## src/rtl/uart_aux_pkg.sv

```systemverilog
package uart_aux_pkg;
  localparam int unsigned W = 8;
  localparam int unsigned B_TOUT  = 0;
  localparam int unsigned B_EOT   = 2;
  localparam int unsigned B_WDG   = 4;
  localparam int unsigned B_RXACT = 5;
  localparam int unsigned B_UR    = 6;
  localparam logic [W-1:0] IMPL_MASK = 8'b0111_0101;
endpackage

```

## src/rtl/uart_aux_flag.sv

```systemverilog
module uart_aux_flag (
  input  logic clk,
  input  logic rst_n,
  input  logic set_i,
  input  logic clr_i,
  output logic q_o
);
  logic q_d;

  always_comb begin
    q_d = q_o;
    if (clr_i) q_d = 1'b0;
    if (set_i) q_d = 1'b1;
  end

  always_ff @(posedge clk or negedge rst_n) begin
    if (!rst_n) q_o <= 1'b0;
    else        q_o <= q_d;
  end

  AST_SET_WINS: assert property (@(posedge clk) disable iff (!rst_n)
    set_i |=> q_o);
  AST_CLR_TAKES: assert property (@(posedge clk) disable iff (!rst_n)
    (clr_i && !set_i) |=> !q_o);
endmodule

```

## src/rtl/uart_aux_scratch.sv

```systemverilog
module uart_aux_scratch #(
  parameter int unsigned WIDTH = 8
) (
  input  logic             clk,
  input  logic             rst_n,
  input  logic             we_i,
  input  logic [WIDTH-1:0] d_i,
  output logic [WIDTH-1:0] q_o
);
  logic [WIDTH-1:0] q_d;

  always_comb q_d = we_i ? d_i : q_o;

  always_ff @(posedge clk or negedge rst_n) begin
    if (!rst_n) q_o <= '0;
    else        q_o <= q_d;
  end

  AST_SCRATCH_HOLD: assert property (@(posedge clk) disable iff (!rst_n)
    !we_i |=> $stable(q_o));
endmodule

```

## src/rtl/uart_aux_slot.sv

```systemverilog
module uart_aux_slot
  import uart_aux_pkg::*;
#(
  parameter logic [2:0] CIR_CODE = 3'b010
) (
  input  logic         clk,
  input  logic         rst_n,
  input  logic         ext_sel,
  input  logic [2:0]   mode,
  input  logic         wr_en,
  input  logic         rd_en,
  input  logic [W-1:0] wdata,
  output logic [W-1:0] rdata,
  input  logic         tx_underrun_ev,
  input  logic         tx_soft_rst,
  input  logic         tx_eot_sent,
  input  logic         tx_fifo_wr,
  input  logic         rx_pulse_ev,
  input  logic         rx_soft_rst,
  input  logic         rx_timeout_ev,
  input  logic         rx_below_thr,
  input  logic         rx_fifo_rd,
  output logic         eot_req,
  output logic         rx_enable
);
  logic [1:0]   rst_sync_q;
  logic         rst_int_n;
  logic         cir;
  logic         aux_wr;
  logic         aux_rd;
  logic [W-1:0] set_v;
  logic [W-1:0] clr_v;
  logic [W-1:0] aux_q;
  logic [W-1:0] scr_q;

  // asynchronous assert, synchronous release
  always_ff @(posedge clk or negedge rst_n) begin
    if (!rst_n) rst_sync_q <= 2'b00;
    else        rst_sync_q <= {rst_sync_q[0], 1'b1};
  end
  assign rst_int_n = rst_sync_q[1];

  assign cir    = (mode == CIR_CODE);
  assign aux_wr = wr_en && ext_sel;
  assign aux_rd = rd_en && ext_sel;

  always_comb begin
    set_v = '0;
    clr_v = '0;
    set_v[B_UR]    = cir && tx_underrun_ev;
    clr_v[B_UR]    = !cir || tx_soft_rst || (aux_wr && wdata[B_UR]);
    set_v[B_EOT]   = aux_wr && wdata[B_EOT];
    clr_v[B_EOT]   = tx_soft_rst || tx_eot_sent || tx_fifo_wr;
    set_v[B_RXACT] = rx_pulse_ev;
    clr_v[B_RXACT] = rx_soft_rst || (aux_wr && wdata[B_RXACT]);
    set_v[B_WDG]   = rx_pulse_ev;
    clr_v[B_WDG]   = rx_soft_rst || (aux_rd && aux_q[B_WDG]);
    set_v[B_TOUT]  = rx_timeout_ev && rx_below_thr;
    clr_v[B_TOUT]  = rx_soft_rst || rx_fifo_rd;
  end

  for (genvar i = 0; i < W; i++) begin : g_bit
    if (IMPL_MASK[i]) begin : g_flag
      uart_aux_flag u_flag (
        .clk   (clk),
        .rst_n (rst_int_n),
        .set_i (set_v[i]),
        .clr_i (clr_v[i]),
        .q_o   (aux_q[i])
      );
    end else begin : g_rsvd
      assign aux_q[i] = 1'b0;
    end
  end

  uart_aux_scratch #(.WIDTH(W)) u_scratch (
    .clk   (clk),
    .rst_n (rst_int_n),
    .we_i  (wr_en && !ext_sel),
    .d_i   (wdata),
    .q_o   (scr_q)
  );

  assign rdata     = ext_sel ? aux_q : scr_q;
  assign eot_req   = aux_q[B_EOT];
  assign rx_enable = aux_q[B_RXACT];

  AST_RSVD_ZERO: assert property (@(posedge clk) disable iff (!rst_int_n)
    ext_sel |-> ((rdata & ~IMPL_MASK) == '0));
  AST_UR_NONCIR: assert property (@(posedge clk) disable iff (!rst_int_n)
    !cir |=> !aux_q[B_UR]);
  AST_EOT_CLEAR: assert property (@(posedge clk) disable iff (!rst_int_n)
    (tx_fifo_wr && !(aux_wr && wdata[B_EOT])) |=> !eot_req);
  AST_RXEN_OFF: assert property (@(posedge clk) disable iff (!rst_int_n)
    (aux_wr && wdata[B_RXACT] && !rx_pulse_ev) |=> !rx_enable);
  AST_WDG_RDCLR: assert property (@(posedge clk) disable iff (!rst_int_n)
    (aux_rd && !rx_pulse_ev) |=> !aux_q[B_WDG]);
  AST_TOUT_GATE: assert property (@(posedge clk) disable iff (!rst_int_n)
    (!aux_q[B_TOUT] && !rx_below_thr) |=> !aux_q[B_TOUT]);
  AST_RXSOFT: assert property (@(posedge clk) disable iff (!rst_int_n)
    (rx_soft_rst && !rx_pulse_ev) |=> (!aux_q[B_WDG] && !aux_q[B_RXACT]));
endmodule

```

## config.mk

```make
export PLATFORM = sky130hd
export DESIGN_NAME = uart_aux_slot
export DESIGN_NICKNAME = d
export VERILOG_FILES = /design/src/rtl/uart_aux_pkg.sv /design/src/rtl/uart_aux_flag.sv /design/src/rtl/uart_aux_scratch.sv /design/src/rtl/uart_aux_slot.sv
export SDC_FILE = /design/constraint.sdc
export NUM_CORES = 1
export LEC_CHECK = 0
export BUFFER_PORTS_ARGS = -buffer_cell sky130_fd_sc_hd__buf_2
export CELL_PAD_IN_SITES_DETAIL_PLACEMENT = 1
export CELL_PAD_IN_SITES_GLOBAL_PLACEMENT = 1
export CORE_MARGIN = 2
export CORE_UTILIZATION = 33
export DETAILED_ROUTE_END_ITERATION = 10
export GPL_ROUTABILITY_DRIVEN = 0
export PLACE_DENSITY = 0.88
export SLEW_MARGIN = 10
export SYNTH_ARGS = -nofsm -noshare
export SYNTH_HDL_FRONTEND = slang
export SYNTH_SLANG_ARGS = --single-unit
```

## constraint.sdc

```tcl
create_clock -name clk -period 0.8 [get_ports clk]
set_input_delay 0 -clock clk [delete_from_list [all_inputs] [get_ports clk]]
set_output_delay 0 -clock clk [all_outputs]
set_load 0.01 [all_outputs]
```

==> key figures <==
Cells and area
  • Share of cells above drive strength 1: 61.9%
  • Post-layout instance area: 1290 sq um
  • Multi-input logic area: 338 sq um
  • Ant diodes: 0
  • Most common cell after layout, fill and taps aside: buf_2
  • Filler cell count: 195
  • Nets: between 100 and 150
  • Register area: 375 sq um
  • P&R area growth vs syn: 86.1%
  • Commonest cells after routing, fill and taps aside: 24 x buf_2, 16 x dlygate4sd3_1, 15 x dfrtp_1, 14 x buf_6, 10 x mux2_4

Min path
  • Hold WC Path Type: primary input to register
  • Cell depth of the worst min-delay path: 2
  • Hold EP: g_bit[2].g_flag.u_flag.q_o
  • HP Start: tx_eot_sent

Power and ir drop
  • Total power draw: 2.04 mW
  • P_leak: roughly 0.65 nW
  • Power per Cell Area: 1580 nW/um^2
  • Worst IR drop on VDD: 1.55 mV

Timing
  • Hold Slack: -0.113 ns
  • Worst Skew: 0.00354 ns
  • Fin. Hold Viols: 1
  • Fin crit period: roughly 1.1 ns
  • Setup tns final: -3.04 ns
  • Period utilisation layout: 142%
  • Unrepaired setup endpoints after global routing: yes
  • Final Worst Setup Slack: -0.337 ns
  • Max-slew violations: 0
  • Fmax: approximately 900 MHz
  • Setup violations, final: 19

Global routing
  • First-pass GRT wire length: 3.29 mm
  • Vias in the first global route: 726
  • Pin count of the biggest net entering global routing: 14
  • Aggregate global routing overflow: 0
  • Overall Global Routing Usage: 18.4%
  • Antenna violations before repair: 0

Clock network
  • Hold_buf cts: 16
  • Clock buffer depth: 2
  • Clk pin slew, worst setup/hold paths: approximately 0.11 ns
  • Clk_lat worst skew: 0.30 ns
  • Clk sinks: 15
  • Num CTS Buffers: 3
  • Clk Tree Root Cell: clkbuf_4
  • CTS tree: done
  • H-tree levels: 1

Synthesis
  • Number of synthesized register bits: 15
  • Ys Warns: 0
  • Post-Synthesis Cells: 49
  • Synth area leader: dfrtp_1
  • Avg Cell Area, Syn: 14.2 sq um
  • Primary FF master, synth: dfrtp_1
  • Post-synth cell types: 19
  • Synth async-reset ratio: 100%
  • Post-synth EDFFs: 0
  • Post-synthesis cell area: around 690 sq um
  • Top post-synthesis cells by area: dfrtp_1 54%, mux2_4 17%, mux2_2 8.1%
  • Post-synthesis sequential area ratio: roughly 54%
  • Post-synthesis net count: 74
  • Share of Yosys cell area claimed by the top area cell type: 54.1%

Worst setup path
  • Worst Setup Start Kind: register
  • Worst path required time: 0.80 ns
  • Reg-to-Reg End: u_scratch.q_o[2]
  • R2r worst-path depth: 3
  • Crit path DAT: 1.14 ns
  • Launching point of the worst reg2reg path: u_scratch.q_o[2]
  • CP Max Fanout: 2
  • R2R setup slack: -0.20 ns
  • Critical path class: register to primary output
  • Critical path capture point type: primary output

Route
  • Via density: 4.69
  • WL per Instance: roughly 18 um
  • Metal1 wirelength: ~1.1 mm
  • Met2 WL: 1.25 mm
  • Via count: 657
  • Post-Route WL: 2.46 mm
  • ANT nets after route: 0
  • DRT iter0 DRCs: 3
  • Met3 wire len: slightly below 90 um
  • Number of remaining DRC errors: 0
  • Pre-antenna DRT Iters: 4
  • Max Used Layer: met4

Floorplan
  • Die width: 49.9 um
  • Placeable Area: around 2000 sq um
  • I/O pin cnt: 35
  • Initial core utilization: 35.0%
  • Die H: 49.9 um
  • Row Count: 16
  • Total Die Area: 2490 sq um

Job
  • Max-Cap Viols: 0

Outcome
  • Status: complete, but fails checks
  • Failing checks: negative hold slack, negative setup slack

Placed design
  • Port-buffer cells: 34
  • Placed cell areas: between 900 and 1000 sq um
  • HPWL Detailed: between 1 and 1.5 mm
[cells by family after synthesis]
family / synth area share (%)
DFF: 54.1
muxes: 25.4
and+or+nand+nor: 9.73
AOI/OAI and AO/OA: 6.49
buffers and inverters: 3.78
other: 0.540
[report_power, final]
group	switching (mW)	internal, mW
Combinational	0.221	0.448
Sequential	0.0570	0.838
Clock	0.292	0.186
Total	0.570	1.47
[through the flow]
step | cells | util, % | worst slack, ns
after detailed placement | 112 | 46.5 | -0.0889
after global routing | 140 | 65.2 | -0.369
final | 140 | 65.2 | -0.337
after CTS | 138 | 61.2 | -0.289
after global placement | 112 | 46.5 | -0.0168
after floorplan | 49 | - | 0.0347
[registers in the layout, summed over array words and instances, names as in the netlist]
| name | flops |
|---|---|
| rst_sync_q | 2 |
| u_scratch.q_o | 8 |
| g_bit.g_flag.u_flag.q_o | 5 |
[worst max-delay path by stage]
stage                                from                         end  slack (ns)  cells past startpoint
2_1_floorplan  g_bit[6].g_flag.u_flag.q_o  g_bit[6].g_flag.u_flag.q_o        0.03                      2
3_3_place_gp                      ext_sel            u_scratch.q_o[2]       -0.02                      4
3_5_place_dp   g_bit[2].g_flag.u_flag.q_o  g_bit[2].g_flag.u_flag.q_o       -0.09                      2
4_1_cts                  u_scratch.q_o[2]                    rdata[2]       -0.29                      2
5_1_grt                  u_scratch.q_o[0]                    rdata[0]       -0.37                      2
6_report                 u_scratch.q_o[0]                    rdata[0]       -0.34                      2
[cell type report]
type | instances | area share (%)
flip-flops and latches | 15 | 29.0
clock buffers | 3 | 1.74
clock inverters | 1 | 0.387
inverters | 2 | 0.581
multi-input cells | 30 | 26.1
repair buffers | 62 | 39.5
well taps | 27 | 2.61
[cells in the mapped netlist, types with 2 or more instances]
library cell,count
inv_1,2
nor2b_1,4
mux2_2,5
mux2_4,8
nand3_1,2
dfrtp_1,15
[worst max-delay path: stages, from the launching register on]
cell	delay, ns
dfrtp_1	0.43
mux2_2	0.29
buf_6	0.12
[repair_timing]
action / 4_1_cts / 5_1_grt
hold endpoints to repair: 15 / 1
gates resized for setup: 10 / 14
pin swaps: 1 / 0
setup buffers: 6 / 4
setup endpoints to repair: 12 / 18
[layer usage]
layer  vias to the layer above  GRT usage, %
li1                        298             -
met4                         0          5.56
met1                       330          21.2
met5                         -             0
met3                         4          3.64
met2                        25          33.8
No activity file was read; power rests on OpenSTA's default activity.
